### src/rtl/dma_src_seq.sv
module dma_src_seq #(
  parameter int CRAM_DEPTH  = 64,
  parameter int VSRAM_DEPTH = 40,
  parameter int WIDE_SLOT   = 16,
  parameter int NARROW_SLOT = 20,
  parameter int LATENCY     = 3,
  localparam int CA_W = $clog2(CRAM_DEPTH)
) (
  input  logic        clk,
  input  logic        rst_n,
  input  logic        reg_we,
  input  logic [2:0]  reg_sel,
  input  logic [7:0]  reg_wdata,
  input  logic        cmd_we,
  input  logic [5:0]  cmd_code,
  input  logic [15:0] cmd_addr,
  input  logic        data_we,
  input  logic [15:0] data_wval,
  output logic        data_accept,
  input  logic        slot_tick,
  input  logic [7:0]  slot_num,
  input  logic        wide_mode,
  input  logic [31:0] now,
  input  logic        fifo_full,
  input  logic        unused_slot,
  output logic        unused_clr,
  output logic        ext_rd,
  output logic [23:0] ext_addr,
  input  logic [15:0] ext_data,
  output logic [15:0] vram_raddr,
  input  logic [7:0]  vram_rdata,
  output logic [CA_W-1:0] cram_raddr,
  input  logic [15:0] cram_rdata,
  output logic [5:0]  vsram_raddr,
  input  logic [15:0] vsram_rdata,
  output logic        dma_running,
  output logic        fe_valid,
  output logic [15:0] fe_addr,
  output logic [15:0] fe_value,
  output logic [5:0]  fe_code,
  output logic        fe_partial,
  output logic [31:0] fe_ready
);
  localparam logic [31:0] WIDE_LAT   = 32'(WIDE_SLOT * LATENCY);
  localparam logic [31:0] NARROW_LAT = 32'(NARROW_SLOT * LATENCY);

  logic [7:0]  src_hi, src_mid, src_lo, autoinc;
  logic [15:0] len, dest, last_val;
  logic [5:0]  cd;
  logic        run;

  function automatic logic is_ref(input logic [7:0] s, input logic w);
    if (w) return s == 8'd37 || s == 8'd69 || s == 8'd102 || s == 8'd133 ||
                  s == 8'd165 || s == 8'd197 || s >= 8'd210;
    return s == 8'd24 || s == 8'd56 || s == 8'd88 || s == 8'd120 || s == 8'd152;
  endfunction

  wire [1:0]  mode     = src_hi[7:6];
  wire        is_ext   = !mode[1];
  wire        is_fill  = mode == 2'b10;
  wire        is_copy  = mode == 2'b11;
  wire [3:0]  dst      = cd[3:0];
  wire [15:0] len_next = len - 16'd1;

  assign data_accept = data_we && !fifo_full && !(run && !is_fill);
  wire src_go = run && slot_tick && !data_accept && !fifo_full && !is_ref(slot_num, wide_mode);
  assign ext_rd     = src_go && is_ext && (slot_num == 8'd0 || !is_ref(slot_num - 8'd1, wide_mode));
  assign unused_clr = src_go && is_copy && unused_slot;
  wire produce = ext_rd || unused_clr || (src_go && is_fill);

  assign ext_addr    = {src_hi, src_mid, src_lo};
  assign vram_raddr  = {src_mid, src_lo};
  assign cram_raddr  = src_lo[CA_W-1:0];
  assign vsram_raddr = src_lo[5:0];
  assign dma_running = run;

  wire vsram_ok = 32'(src_lo[5:0]) < VSRAM_DEPTH;
  logic [15:0] copy_val;
  always_comb
    case (dst)
      4'h1:    copy_val = {8'h00, vram_rdata};
      4'h3:    copy_val = cram_rdata;
      4'h5:    copy_val = vsram_ok ? vsram_rdata : 16'h0000;
      default: copy_val = 16'h0000;
    endcase
  wire [15:0] fill_val = (dst == 4'h1) ? {8'h00, last_val[15:8]} : last_val;
  wire [15:0] src_val  = is_ext ? ext_data : (is_copy ? copy_val : fill_val);
  wire [31:0] ready_at = now + (wide_mode ? WIDE_LAT : NARROW_LAT);

  always_ff @(posedge clk or negedge rst_n)
    if (!rst_n) begin
      {src_hi, src_mid, src_lo, autoinc} <= '0;
      {len, dest, last_val, cd, run}     <= '0;
      {fe_valid, fe_addr, fe_value, fe_code, fe_partial, fe_ready} <= '0;
    end else begin
      fe_valid <= 1'b0;
      if (reg_we)
        case (reg_sel)
          3'd0: src_lo    <= reg_wdata;
          3'd1: src_mid   <= reg_wdata;
          3'd2: src_hi    <= reg_wdata;
          3'd3: len[7:0]  <= reg_wdata;
          3'd4: len[15:8] <= reg_wdata;
          3'd5: autoinc   <= reg_wdata;
          default: ;
        endcase
      if (cmd_we) begin
        cd   <= cmd_code;
        dest <= cmd_addr;
        if (cmd_code[5] && !is_fill) run <= 1'b1;
      end
      if (data_accept) begin
        fe_valid   <= 1'b1;
        fe_addr    <= dest;
        fe_value   <= data_wval;
        fe_code    <= cd;
        fe_partial <= 1'b0;
        fe_ready   <= ready_at;
        last_val   <= data_wval;
        dest       <= dest + {8'h00, autoinc};
        if (is_fill && cd[5]) run <= 1'b1;
      end else if (produce) begin
        fe_valid   <= 1'b1;
        fe_addr    <= dest;
        fe_value   <= src_val;
        fe_code    <= cd;
        fe_partial <= is_fill;
        fe_ready   <= ready_at;
        {src_mid, src_lo} <= {src_mid, src_lo} + 16'd1;
        dest <= dest + {8'h00, autoinc};
        len  <= len_next;
        if (len_next == 16'd0) begin
          run <= 1'b0;
          cd  <= {2'b00, cd[3:0]};
        end
      end
    end

  assert_refresh_idle_R2: assert property (@(posedge clk) disable iff (!rst_n)
    (slot_tick && is_ref(slot_num, wide_mode) && !data_we) |=> !fe_valid);
  assert_full_blocks_R6: assert property (@(posedge clk) disable iff (!rst_n)
    fifo_full |=> !fe_valid);
  assert_copy_waits_R4: assert property (@(posedge clk) disable iff (!rst_n)
    (run && is_copy && !unused_slot && !data_we) |=> !fe_valid);
  assert_end_code_R8: assert property (@(posedge clk) disable iff (!rst_n)
    $fell(run) |-> cd[5:4] == 2'b00);
  assert_ready_time_R11: assert property (@(posedge clk) disable iff (!rst_n)
    fe_valid |-> fe_ready == $past(now) + ($past(wide_mode) ? WIDE_LAT : NARROW_LAT));
endmodule

### config.mk
export PLATFORM = sky130hd
export DESIGN_NAME = dma_src_seq
export DESIGN_NICKNAME = d
export VERILOG_FILES = /design/src/rtl/dma_src_seq.sv
export SDC_FILE = /design/constraint.sdc
export NUM_CORES = 1
export LEC_CHECK = 0
export BUFFER_PORTS_ARGS = -buffer_cell sky130_fd_sc_hd__buf_2
export CORE_UTILIZATION = 25
export CTS_CLUSTER_SIZE = 14
export DETAILED_ROUTE_END_ITERATION = 10
export SYNTH_ARGS = -nofsm -noshare
export SYNTH_HDL_FRONTEND = slang
export SYNTH_SLANG_ARGS = --single-unit
export TNS_END_PERCENT = 30
### constraint.sdc
create_clock -name clk -period 6.8 [get_ports clk]
set_input_delay 0.68 -clock clk [delete_from_list [all_inputs] [get_ports clk]]
set_output_delay 0.68 -clock clk [all_outputs]
set_load 0.005 [all_outputs]
-- After elaboration in Yosys (flattened, before gate mapping)
Index checks and enable logic that the tools add are counted.
- $add $sub $neg: 5
- multipliers: 0
- div/mod/pow operators: 0
- $lt $le $gt $ge: 3
- equality and inequality tests: 33
- shifts and indexed selects: 0
- muxes and demuxes: 49
- bitwise logic cells: 0
- reduce and logical (&&, ||, !) cells: 51
- operators by type and width (kind ; count):
    $mux W16 ; 14
    $mux W8 ; 10
    $eq A8 B7 Y1 const B ; 8
    $eq A8 B8 Y1 const B ; 8
    $mux W32 ; 2
    $pmux W16 S3 ; 1
    $mux W6 ; 6
    $add A32 B6 Y32 ; 1
    $eq A8 B6 Y1 const B ; 4
    $logic_or A1 B1 Y1 ; 23
    $add A16 B1 Y16 const B ; 1
    $add A16 B8 Y16 ; 1
    $eq A8 B5 Y1 const B ; 2
    $ge A8 B8 Y1 const B ; 2
    $logic_not A16 Y1 ; 1
    $sub A16 B1 Y16 const B ; 1
    $mux W1 ; 15
    $logic_and A1 B1 Y1 ; 14
    $logic_not A8 Y1 ; 1
    $sub A8 B1 Y8 const B ; 1
    $logic_not A1 Y1 ; 7
    $eq A3 B2 Y1 const B ; 2
    $eq A3 B3 Y1 const B ; 2
    $lt A6 B6 Y1 const B ; 1
    11 further kinds ; 13
- register bits after elaboration: 159
- latch bits: 0
- RAM bits: 0
- bits in read-only memories: 0
- bits of input ports: 154
- output and inout bits: 128
- word-level logic and storage cells: 157
- memories kept: 0

-- Longest topological paths before layout
- depth in word-level cells: 17
- depth in mapped cells: 17
- mapped depth without buffers: 12

-- Worst setup path before layout
No wires, ideal clock.
- path kind: input to register
- start point: input port slot_num[0]
- end point: register dest[11]
- library setup time: 0.123 ns
- arrival time: 3.310 ns
- required time: 6.677 ns
- path slack: 3.368 ns
- stages on the path: 15
- buffers on the path: 3
- cell sequence: inv_1 > ha_1 > buf_2 > or4b_1 > clkbuf_1 > nand2b_1 > and3_1 > a31o_2 > o21ai_2 > a21oi_4 > nor2_8 > inv_2 > buf_6 > mux2_4 > o221a_1
- longest elaborated chain between the ends: 17
- elaborated cells between the ends (all ways): 64
- classes of those cells: add/sub: 1; order compare: 2; eq/ne: 22; mux: 6; reduce/logical: 33
- RTL lines (item ; line ; RTL):
    from (decl) ; 21 ; input logic [7:0] slot_num,
    $sub A8 B1 Y8 (tied with other cells) ; 67 ; assign ext_rd = src_go && is_ext && (slot_num == 8'd0 || !is_ref(slot_num - 8'd1, wide_mode));
    $eq A8 B6 Y1 (tied with other cells) ; 53 ; if (w) return s == 8'd37 || s == 8'd69 || s == 8'd102 || s == 8'd133 ||
    $logic_or A1 B1 Y1 (3 in a row) ; 53 ;
    $logic_or A1 B1 Y1 (on tied branches) ; 53, 54 ;
    $logic_or A1 B1 Y1 ; 54 ; s == 8'd165 || s == 8'd197 || s >= 8'd210;
    $logic_or A1 B1 Y1 or $mux W1 (tied branches) ; 54, 53 ;
    $mux W1 (on tied branches) ; 53, 55 ;
    $mux W1 or $logic_not A1 Y1 (tied branches) ; 55, 66 ;
    $logic_not A1 Y1 or $logic_and A1 B1 Y1 (tied branches) ; 67, 66 ;
    $logic_or A1 B1 Y1 (tied with other cells) ; 67 ;
    $logic_and A1 B1 Y1 (on tied branches) ; 67, 68 ;
    $logic_or A1 B1 Y1 ; 69 ; wire produce = ext_rd || unused_clr || (src_go && is_fill);
    $logic_or A1 B1 Y1 (*) ; 69 ;
    $mux W16 ; 122 ; end else if (produce) begin
    $mux W16 ; 112 ; if (data_accept) begin
    to (signal assigned) ; 109 ; dest <= cmd_addr;
    to (signal assigned) ; 120 ; dest <= dest + {8'h00, autoinc};
    to (signal assigned) ; 130 ; dest <= dest + {8'h00, autoinc};
    to (decl) ; 48 ; logic [15:0] len, dest, last_val;
Mark *: on every way between the ends. The rest lies on a longest branch, timed or not. The select of a mux whose other input is x is not followed.
A chain may end at the register's enable or synchronous reset.

-- Worst setup path after layout
- start point: input port slot_num[0]
- end point: register fe_ready[28]
- longest elaborated chain between the ends: 16
- elaborated cells between the ends (all ways): 62
- classes of those cells: add/sub: 1; order compare: 2; eq/ne: 22; mux: 4; reduce/logical: 33
- RTL lines (item ; line ; RTL):
    $sub A8 B1 Y8 (tied with other cells) ; 67 ;
    $eq A8 B6 Y1 (tied with other cells) ; 53 ;
    $logic_or A1 B1 Y1 (3 in a row) ; 53 ;
    $logic_or A1 B1 Y1 (on tied branches) ; 53, 54 ;
    $logic_or A1 B1 Y1 ; 54 ;
    $logic_or A1 B1 Y1 or $mux W1 (tied branches) ; 54, 53 ;
    $mux W1 (on tied branches) ; 53, 55 ;
    $mux W1 or $logic_not A1 Y1 (tied branches) ; 55, 66 ;
    $logic_not A1 Y1 or $logic_and A1 B1 Y1 (tied branches) ; 67, 66 ;
    $logic_or A1 B1 Y1 (tied with other cells) ; 67 ;
    $logic_and A1 B1 Y1 (on tied branches) ; 67, 68 ;
    $logic_or A1 B1 Y1 ; 69 ;
    $logic_or A1 B1 Y1 (*) ; 69 ;
    $reduce_bool A2 Y1 (no source line) (*) ; n/a ;
    to (signal assigned) ; 118 ; fe_ready <= ready_at;
    to (signal assigned) ; 128 ; fe_ready <= ready_at;
    to (decl) ; 42 ; output logic [31:0] fe_ready
Marks and branches as above.

==> results.yml <==
run_status:
  status: "completed"
setup_path:
  cp-end-kind: "flip-flop"
  r2r_end: "fe_ready[28]"
  cp-start-kind: "primary input"
  reg2reg_slack_ns: 2.65
  reg2reg_depth: 11
  critPathRequiredTime_ns: 7.12
  endpoint: "fe_ready[28]"
  crit_type: "primary input to flip-flop"
  setup.worst_path.start: "slot_num[0]"
  cp_max_fo: 76
  r2r-start: "src_hi[7]"
  arrival_ns: 4.89
global_routing:
  track_usage_pct: 15.4
  grt_pass1_vias: 8253
  overflow: 0
  grt_pass1_wl_um: 46700
  antenna_found_initial: 3
  grt_max_degree: 95
sta:
  hold_violations: 0
  skew_ns: 0.0148
  period_share_pct: 67.2
  setup_tns_ns: 0
  drv_slew: 0
  setup_viol: 0
  holdWs_ns: 0.336
  slew_headroom_pct: 30.2
  period_needed_ns: 4.57
  fmax_mhz: 219
  worstMarginPinSlew_ns: 1.04
  rsz0062_at_grt: "no"
synth:
  yosys.cell_types.count: 70
  synthFlopType: "dfrtp_1"
  synth_top_area_share_pct: 41.9
  synth_nets: 1169
  async_flop_share_pct: 100
  synthTopCellsByArea: "dfrtp_1, nand2_1, mux2i_1"
  synth_warnings: 0
  syn-cell-area_mm2: 0.00950
  synth-seq-area-share_pct: 41.9
  synth-edff-count: 0
  syn_inst: 994
  synthSimpleGateAreaFrac_pct: 18.8
  synth.most_common_cell: "dfrtp_1"
  synthAdderAreaFrac_pct: 2.92
  synth_compound_area_share_pct: 15.8
  syn_area_per_cell_um2: 9.56
  synth_top_cell_by_area: "dfrtp_1"
  ys_ff_latch: 159
  synth_top_family_by_area: "simple AND/OR/NAND/NOR gates"
  synthXorXnorAreaFrac_pct: 3.78
  synth_common_cells: "dfrtp_1, nand2_1, nor2_1"
  synthMuxAreaShare_pct: 10.8
cts:
  cts.root.buffer_cell: "clkbuf_16"
  ctsHoldBuffers: 0
  cts_resized: 0
  h-tree-depth: 4
  path_clk_slew_ns: 0.07
  cts_tree: "done"
  clock_latency_ns: 0.44
  cts_sinks: 159
  cts_buffers: 17
  cts_setup_buffers: 0
  clockBufferDepth: 2
power:
  p_per_area_mw_per_mm2: 335
  vdd_ir_drop_max_mv: 0.171
  fin_total_pwr_uw: 3960
  p_leak_uw: 0.00534
drt:
  drc: 0
  via_per_inst: 4.83
  first_pass_iters: 7
  drt-total-wl_um: 30000
  ant_nets: 0
  drt_iter0_markers: 541
  vias: 8424
  post_drt_wl_per_cell_um: 17.2
floorplanning:
  floorplan.die.width_um: 197
  die_y_um: 197
  initial_core_util_pct: 25.3
  io_pins: 282
  fp-row-count: 71
  core-area_mm2: 0.0375
  die-area_mm2: 0.0388
cells_and_area:
  area_growth_pct: 24.2
  drive_gt1_share_pct: 30.7
  fill_cells: 4009
  nets: 1393
place:
  port_buffers: 281
  place_congestion: 0.834
  place_hpwl_um: 21800
flow_run:
  drv_cap: 0
hold_path:
  min_path_type: "primary input to async pin"
## layout make-up
cell class | instances | area [µm²] | share of cell area, %
Clock inverter | 10 | 151 | 1.28
Timing Repair Buffer | 291 | 1490 | 12.6
Sequential cell | 159 | 3980 | 33.7
Clock buffer | 21 | 470 | 3.99
Antenna cell | 3 | 7.51 | 0.0636
Multi-Input combinational cell | 725 | 4970 | 42.1
Tap cell | 511 | 639 | 5.42
Inverter | 24 | 92.6 | 0.784
## worst min path at each step
stage	to	slack [ns]	depth (start not counted)
2_1_floorplan	autoinc[0]	0.38	0
3_3_place_gp	last_val[7]	0.46	2
3_5_place_dp	last_val[7]	0.46	2
4_1_cts	fe_ready[14]	0.38	1
5_1_grt	fe_ready[7]	0.41	1
6_report	fe_ready[13]	0.34	1
## kinds of logic (layout without fill, tap and decap cells)
group | count (synthesis) | in the layout
and+or+nand+nor | 363 | 363
AOI/OAI and AO/OA | 205 | 205
DFF | 159 | 159
buffers and inverters | 110 | 346
muxes | 95 | 95
xor gates and xnor gates | 41 | 41
adders and majority gates | 21 | 21
other | 0 | 3
## flip-flops by register name (all words and copies together) (netlist names)
register and flops:
fe_value 16, cd 6, len 16, last_val 16, fe_code 6, src_lo 8, dma_running 1, src_hi 8
src_mid 8, fe_ready 32, fe_addr 16, autoinc 8, fe_valid 1, dest 16, fe_partial 1
## metal layers
metal | up-vias | GRT usage (%) | wire [µm]
met3 | 32 | 2.55 | 1270
met1 | 4145 | 20.3 | 13500
li1 | 4042 | - | -
met4 | 2 | 4.34 | 482
met2 | 203 | 25.8 | 14700
met5 | - | 0 | 12
## through the flow
step	area, µm²	util, %	instances	setup WS [ns]
5_1_grt	11800	31.5	1742	1.88
6_report	11800	31.5	1744	2.23
3_5_place_dp	11200	29.8	1710	1.77
3_3_place_gp	11200	29.8	1710	1.87
4_1_cts	11800	31.5	1741	2.23
2_1_floorplan	9500	-	994	3.37
## worst max-delay path, cell delays in order
cell and delay (ns):
buf_2 0.15, inv_1 0.13, ha_1 0.35, or4b_1 0.60, o21ai_0 0.21, a22oi_1 0.09
a22oi_1 0.27, o21ai_2 0.17, a21oi_4 0.13, buf_4 0.49, nor2_8 0.17, inv_4 0.64
buf_4 0.37, mux2_1 0.34
## power breakdown
| group | internal, µW | switching [µW] |
|---|---|---|
| Clock | 612 | 427 |
| Sequential | 1290 | 292 |
| Combinational | 657 | 682 |
## placed cells by master (no fill, tap or decap), types with 19 or more instances in the layout
cell type  netlist  layout
nor3_1          22      21
mux2i_1         35      35
inv_1           22      22
dfrtp_1        159     159
o21ai_0         26      26
nand3_1         42      42
buf_2           18     280
nor2_1          77      77
nand2_1        110     110
ha_1            19      19
and3_1          30      30
a221o_1         30      30
a21oi_1         58      58
xnor2_1         23      23
mux2_1          28      28
mux2_2          31      31
No activity file was read; power rests on OpenSTA's default activity.
